===== src/rtl/mmr_pkg.sv =====
package mmr_pkg;
    localparam logic [6:0] OFF_ID   = 7'h00;
    localparam logic [6:0] OFF_LIVE = 7'h04;
    localparam logic [6:0] OFF_FACT = 7'h08;
    localparam logic [6:0] OFF_STAT = 7'h20;
    localparam int STAT_BUSY_BIT = 0;
    localparam int STAT_IEN_BIT  = 7;

    typedef enum logic [2:0] {
        SEL_NONE, SEL_ID, SEL_LIVE, SEL_FACT, SEL_STAT
    } reg_sel_e;
endpackage


===== src/rtl/mmr_decode.sv =====
module mmr_decode
    import mmr_pkg::*;
#(
    parameter int ADDR_W = 20,
    parameter int WORD_BYTES = 4
) (
    input  logic [ADDR_W-1:0] addr,
    input  logic [3:0]        size,
    output reg_sel_e          sel
);
    logic low_window;

    always_comb begin
        low_window = (addr[ADDR_W-1:7] == '0);
        sel = SEL_NONE;
        if (low_window && size == 4'(WORD_BYTES)) begin
            case (addr[6:0])
                OFF_ID:   sel = SEL_ID;
                OFF_LIVE: sel = SEL_LIVE;
                OFF_FACT: sel = SEL_FACT;
                OFF_STAT: sel = SEL_STAT;
                default:  sel = SEL_NONE;
            endcase
        end
    end
endmodule


===== src/rtl/fact_engine.sv =====
module fact_engine #(
    parameter int DATA_W = 32
) (
    input  logic              clk,
    input  logic              rst_n,
    input  logic              start,
    input  logic [DATA_W-1:0] operand,
    output logic              busy,
    output logic              done,
    output logic [DATA_W-1:0] result
);
    typedef struct packed {
        logic              busy;
        logic [DATA_W-1:0] cnt;
        logic [DATA_W-1:0] acc;
    } eng_state_t;

    eng_state_t q, d;

    always_comb begin
        d    = q;
        done = 1'b0;
        if (!q.busy) begin
            if (start) begin
                d.busy = 1'b1;
                d.cnt  = operand;
                d.acc  = DATA_W'(1);
            end
        end else if (q.cnt <= DATA_W'(1)) begin
            d.busy = 1'b0;
            done   = 1'b1;
        end else begin
            d.acc = q.acc * q.cnt;
            d.cnt = q.cnt - DATA_W'(1);
        end
    end

    always_ff @(posedge clk) begin
        if (!rst_n) q <= '0;
        else        q <= d;
    end

    assign busy   = q.busy;
    assign result = q.acc;


    start_sets_busy_chk: assert property (@(posedge clk) disable iff (!rst_n)
        (start && !busy) |=> busy);


    done_clears_busy_chk: assert property (@(posedge clk) disable iff (!rst_n)
        done |=> !busy);
endmodule


===== src/rtl/mmr_fact_unit.sv =====
module mmr_fact_unit
    import mmr_pkg::*;
#(
    parameter int          ADDR_W    = 20,
    parameter int          DATA_W    = 32,
    parameter logic [7:0]  VER_MAJOR = 8'h01,
    parameter logic [7:0]  VER_MINOR = 8'h00
) (
    input  logic              clk,
    input  logic              rst_n,
    input  logic              req_valid,
    input  logic              req_write,
    input  logic [ADDR_W-1:0] req_addr,
    input  logic [3:0]        req_size,
    input  logic [DATA_W-1:0] req_wdata,
    output logic              rsp_valid,
    output logic [DATA_W-1:0] rsp_rdata,
    output logic              irq_set_valid,
    output logic [DATA_W-1:0] irq_set_value
);
    localparam logic [DATA_W-1:0] ID_WORD  = DATA_W'({VER_MAJOR, VER_MINOR, 8'h00, 8'hED});
    localparam logic [DATA_W-1:0] IRQ_CODE = DATA_W'(1);

    typedef struct packed {
        logic [DATA_W-1:0] live;
        logic [DATA_W-1:0] fact;
        logic              irq_en;
        logic              rsp_valid;
        logic [DATA_W-1:0] rsp_data;
        logic              irq_valid;
    } top_state_t;

    top_state_t q, d;
    reg_sel_e   sel;
    logic       eng_start, eng_busy, eng_done;
    logic [DATA_W-1:0] eng_result, status_word;

    mmr_decode #(.ADDR_W(ADDR_W), .WORD_BYTES(DATA_W / 8)) u_decode (
        .addr (req_addr),
        .size (req_size),
        .sel  (sel)
    );

    fact_engine #(.DATA_W(DATA_W)) u_engine (
        .clk     (clk),
        .rst_n   (rst_n),
        .start   (eng_start),
        .operand (req_wdata),
        .busy    (eng_busy),
        .done    (eng_done),
        .result  (eng_result)
    );

    assign eng_start = req_valid && req_write && (sel == SEL_FACT) && !eng_busy;

    always_comb begin
        status_word = '0;
        status_word[STAT_BUSY_BIT] = eng_busy;
        status_word[STAT_IEN_BIT]  = q.irq_en;
    end

    always_comb begin
        d           = q;
        d.rsp_valid = 1'b0;
        d.rsp_data  = '0;
        d.irq_valid = 1'b0;
        if (eng_done) begin
            d.fact      = eng_result;
            d.irq_valid = q.irq_en;
        end
        if (req_valid && !req_write) begin
            d.rsp_valid = 1'b1;
            case (sel)
                SEL_ID:   d.rsp_data = ID_WORD;
                SEL_LIVE: d.rsp_data = q.live;
                SEL_FACT: d.rsp_data = q.fact;
                SEL_STAT: d.rsp_data = status_word;
                default:  d.rsp_data = '0;
            endcase
        end
        if (req_valid && req_write) begin
            case (sel)
                SEL_LIVE: d.live = ~req_wdata;
                SEL_FACT: if (!eng_busy) d.fact = req_wdata;
                SEL_STAT: d.irq_en = req_wdata[STAT_IEN_BIT];
                default:  ;
            endcase
        end
    end

    always_ff @(posedge clk) begin
        if (!rst_n) q <= '0;
        else        q <= d;
    end

    assign rsp_valid     = q.rsp_valid;
    assign rsp_rdata     = q.rsp_data;
    assign irq_set_valid = q.irq_valid;
    assign irq_set_value = q.irq_valid ? IRQ_CODE : '0;


    read_gets_rsp_chk: assert property (@(posedge clk) disable iff (!rst_n)
        (req_valid && !req_write) |=> rsp_valid);


    no_rsp_without_read_chk: assert property (@(posedge clk) disable iff (!rst_n)
        !(req_valid && !req_write) |=> !rsp_valid);


    bad_size_live_chk: assert property (@(posedge clk) disable iff (!rst_n)
        (req_valid && req_write && req_addr == ADDR_W'(OFF_LIVE) && req_size != 4'(DATA_W / 8))
        |=> $stable(q.live));


    busy_write_ignored_chk: assert property (@(posedge clk) disable iff (!rst_n)
        (req_valid && req_write && sel == SEL_FACT && eng_busy && !eng_done) |=> $stable(q.fact));


    irq_pulse_chk: assert property (@(posedge clk) disable iff (!rst_n)
        irq_set_valid |-> (irq_set_value == IRQ_CODE && !eng_busy));


    irq_one_cycle_chk: assert property (@(posedge clk) disable iff (!rst_n)
        irq_set_valid |=> !irq_set_valid);
endmodule


===== config.mk =====
export PLATFORM = sky130hd
export DESIGN_NAME = mmr_fact_unit
export DESIGN_NICKNAME = d
export VERILOG_FILES = /design/src/rtl/mmr_pkg.sv /design/src/rtl/mmr_decode.sv /design/src/rtl/fact_engine.sv /design/src/rtl/mmr_fact_unit.sv
export SDC_FILE = /design/constraint.sdc
export NUM_CORES = 2
export LEC_CHECK = 0
export ABC_AREA = 1
export CAP_MARGIN = 30
export CORE_ASPECT_RATIO = 0.9
export CORE_MARGIN = 2
export CORE_UTILIZATION = 50
export DETAILED_ROUTE_END_ITERATION = 8
export HOLD_SLACK_MARGIN = 0.12
export PLACE_DENSITY = 0.68
export SYNTH_ARGS = -nofsm -noshare
export SYNTH_HDL_FRONTEND = slang
export SYNTH_HIERARCHICAL = 1
export SYNTH_SLANG_ARGS = --single-unit

===== constraint.sdc =====
create_clock -name clk -period 8.7 [get_ports clk]
set_input_delay 1.74 -clock clk [delete_from_list [all_inputs] [get_ports clk]]
set_output_delay 1.74 -clock clk [all_outputs]
set_load 0.01 [all_outputs]

==> out/qor.yml <==
synth:
  yosysTopAreaCell: "fa_1"
  synth_seq_cells: 164
  synth.avg_cell_area_um2: 7.15
  synth_most_common_cell: "nand2_1"
  synth_ff_type: "dfxtp_1"
  synth_area_leaders: "fa_1 33%, nand2_1 15%, dfxtp_1 13%, inv_1 12%, ha_1 6.2%"
  yosysWarningCount: 6
  yosysTopAreaCellShare: 0.326
  syn_area_um2: 25100
  async_reset_ff_frac: 0
  synth_edf_count: 0
  syn-instance-count: 3506
  synth-seq-area-share: 0.131
  ys_types: 54
  yosys-top-cells-count: "1,015 x nand2_1, 797 x inv_1, 408 x fa_1"
hold_path:
  hp-start: "q[83]"
  hold_path.class: "register to register"
  hold_path_end: "rsp_rdata[16]"
  hold_depth: 2
sta:
  worst_slack_ps: 1590
  fmax_mhz: 141
  period_share: 0.817
  setup-tns-final_ps: 0
  tightest_slew_ps: 1020
  rsz0062_at_grt: "false"
  hold_violations: 0
  fin_crit_ps: 7110
  drv_slew: 0
  skew_ps: 10.4
  max_slew_margin: 0.319
  setup_viol: 0
clock_tree:
  numCtsBuffers: 17
  ctsHoldBuffers: 0
  htree_num_levels: 4
  cts_resized: 0
  cts_tree: "done"
  clockBufferDepth: 2
  clk_pin_slew_ps: 80
  numClockSinks: 164
  cts_root_buffer: "clkbuf_16"
  cts_setup_buffers: 0
  insertion_delay_ps: 440
detailed_routing:
  remaining_drc_errors: 0
  avgViaCountPerCell: 5.05
  wl_per_cell_um: 17.0
  drt_wl_total_mm: 69.8
  drtIter0Drc: 1987
  vias: 20800
  dr.pass1.iters: 6
  ant_nets: 0
placement:
  dpl.hpwl_mm: 54.9
  place.gp.congestion: 0.969
  pre_cts_slack_ps: 1620
  port_buffers: 94
power:
  p_seq_frac: 0.480
  p_int_w: 0.00116
  clock_power_share: 0.471
  p_switching_w: 0.000404
  p_comb_frac: 0.048
  p_sw_frac: 0.259
  max-vdd-ir-drop_mv: 0.139
  p_leak_nw: 15.1
  power_density_nw_per_um2: 58.9
global_routing:
  grt_max_degree: 65
  grt_pass1_vias: 20300
  grt_pass1_wl_mm: 111
  overflow: 0
  antenna_found_initial: 1
  grt_usage: 0.278
floorplanning:
  die_w_um: 240
  io_pins: 126
  fp.dieH_um: 216
  initial_core_util: 0.508
  die_area_um2: 51900
  core_region_area_um2: 49300
  rows: 77
final_layout:
  diodes: 0
  n_fill_cell: 4851
  syn_to_final_growth_pct: 5.82
  nets: 4016
  drive_gt1_frac: 0.0355
setup_path:
  crit_path_max_fanout: 23
  cp-startpoint: "u_engine/q[41]"
  reg2reg_from: "u_engine/q[41]"
  r2r_cells: 23
  cp-start-kind: "register"
  required_ps: 9010
  crit_type: "register to register"
  cp.arrival_ps: 7420
  r2r-end: "u_engine/result[25]"
  reg2reg_slack_ps: 1590
  crit_path_end_kind: "register"
status:
  outcome: "completed"
flow_run:
  max-cap-violations: 0
==> power by group through the flow <==
stage / registers [W] / logic [W] / clock network (W)
CTS: 0.000750 / 0.0000736 / 0.000743
global route: 0.000750 / 0.0000790 / 0.000771
floorplan: 0.000768 / 0.0000349 / 0
global placement: 0.000768 / 0.0000711 / 0
detailed placement: 0.000768 / 0.0000733 / 0
finish: 0.000750 / 0.0000753 / 0.000736
==> state kept, by name (all words and copies together), names as in the netlist <==
register	cells
u_engine/q	32
q	65
rsp_valid	1
u_engine/result	32
u_engine/busy	1
irq_set_valid	1
rsp_rdata	32
==> worst max-delay path by stage <==
stage / end / slack (ps)
after floorplan: u_engine/result[27] / 2270
after global routing: u_engine/result[29] / 1160
final: u_engine/result[25] / 1590
after global placement: u_engine/result[31] / 1580
after detailed placement: u_engine/result[31] / 1620
after CTS: u_engine/result[30] / 1610
==> area by class of cell <==
type | instances | area (µm²) | area share
inverter | 802 | 3010 | 0.114
timing repair buffer | 147 | 1440 | 0.0544
clock inverter | 13 | 115 | 0.00434
sequential | 164 | 3280 | 0.124
tap | 671 | 840 | 0.0317
multi-input combinational | 2291 | 17400 | 0.656
clock buffer | 19 | 433 | 0.0163
==> worst max-delay path, stage by stage (launching register included) <==
cell and delay (ps):
dfxtp_1 990, buf_4 310, nand2_1 90, fa_1 510
inv_1 50, fa_1 430, fa_1 490, inv_1 50
fa_1 480, inv_1 50, fa_1 460, ha_1 300
fa_1 500, fa_1 420, ha_1 340, a21oi_1 200
a21boi_0 170, o21ai_0 110, a21oi_1 270, o21bai_1 160
a21o_1 190, or2_2 270, nand3_1 70, a21oi_1 60
==> cells by family after synthesis <==
kind of cell               share of synthesized area
xor gates and xnor gates                     0.00804
DFF                                            0.131
AOI/OAI and AO/OA                             0.0567
buffers and inverters                          0.180
and+or+nand+nor                                0.235
other                                       0.000150
adders and majority gates                      0.388
==> metal layers <==
layer	share of wire	wire, µm	vias up	global-route usage
met4	0.016	1100	2	0.0532
met3	0.10	7260	94	0.0815
met5	0.00019	13	-	0
met2	0.44	30600	811	0.429
li1	-	-	9880	-
met1	0.44	30800	9970	0.391
==> layout by cell type, fill, tap and decap left out, drive strengths merged <==
cell           count
o211a              1
nand3            108
a211oi             2
nor2             235
a21boi             2
inv              808
fa               408
clkbuf            19
a32oi              2
nand2           1020
xnor2             11
a21o               7
o2111ai            1
clkinvlp           2
and2              31
dfxtp            164
a22oi              5
a221oi             3
nand3b             8
a22o               2
nor3              21
a21oi            132
buf               54
or2                6
o21a               3
o21bai             5
nand4             10
nor4               2
xor2              12
a31oi             14
o22ai              2
and3               2
clkdlybuf4s50     93
ha               125
o31ai              2
conb              31
o211ai             2
nor3b              2
clkinv             5
o21ai             74
==> stage by stage <==
step | instances | total power (W) | hold slack [ps] | util | instance area, µm²
detailed placement | 4073 | 0.000841 | 455 | 0.525 | 25900
CTS | 4105 | 0.00157 | 453 | 0.537 | 26500
global placement | 4069 | 0.000839 | 452 | 0.523 | 25800
global route | 4107 | 0.00160 | 467 | 0.537 | 26500
floorplan | 3536 | 0.000803 | 437 | - | 25200
finish | 4107 | 0.00156 | 459 | 0.537 | 26500
Note: power is estimated with default switching activity, not from simulation.
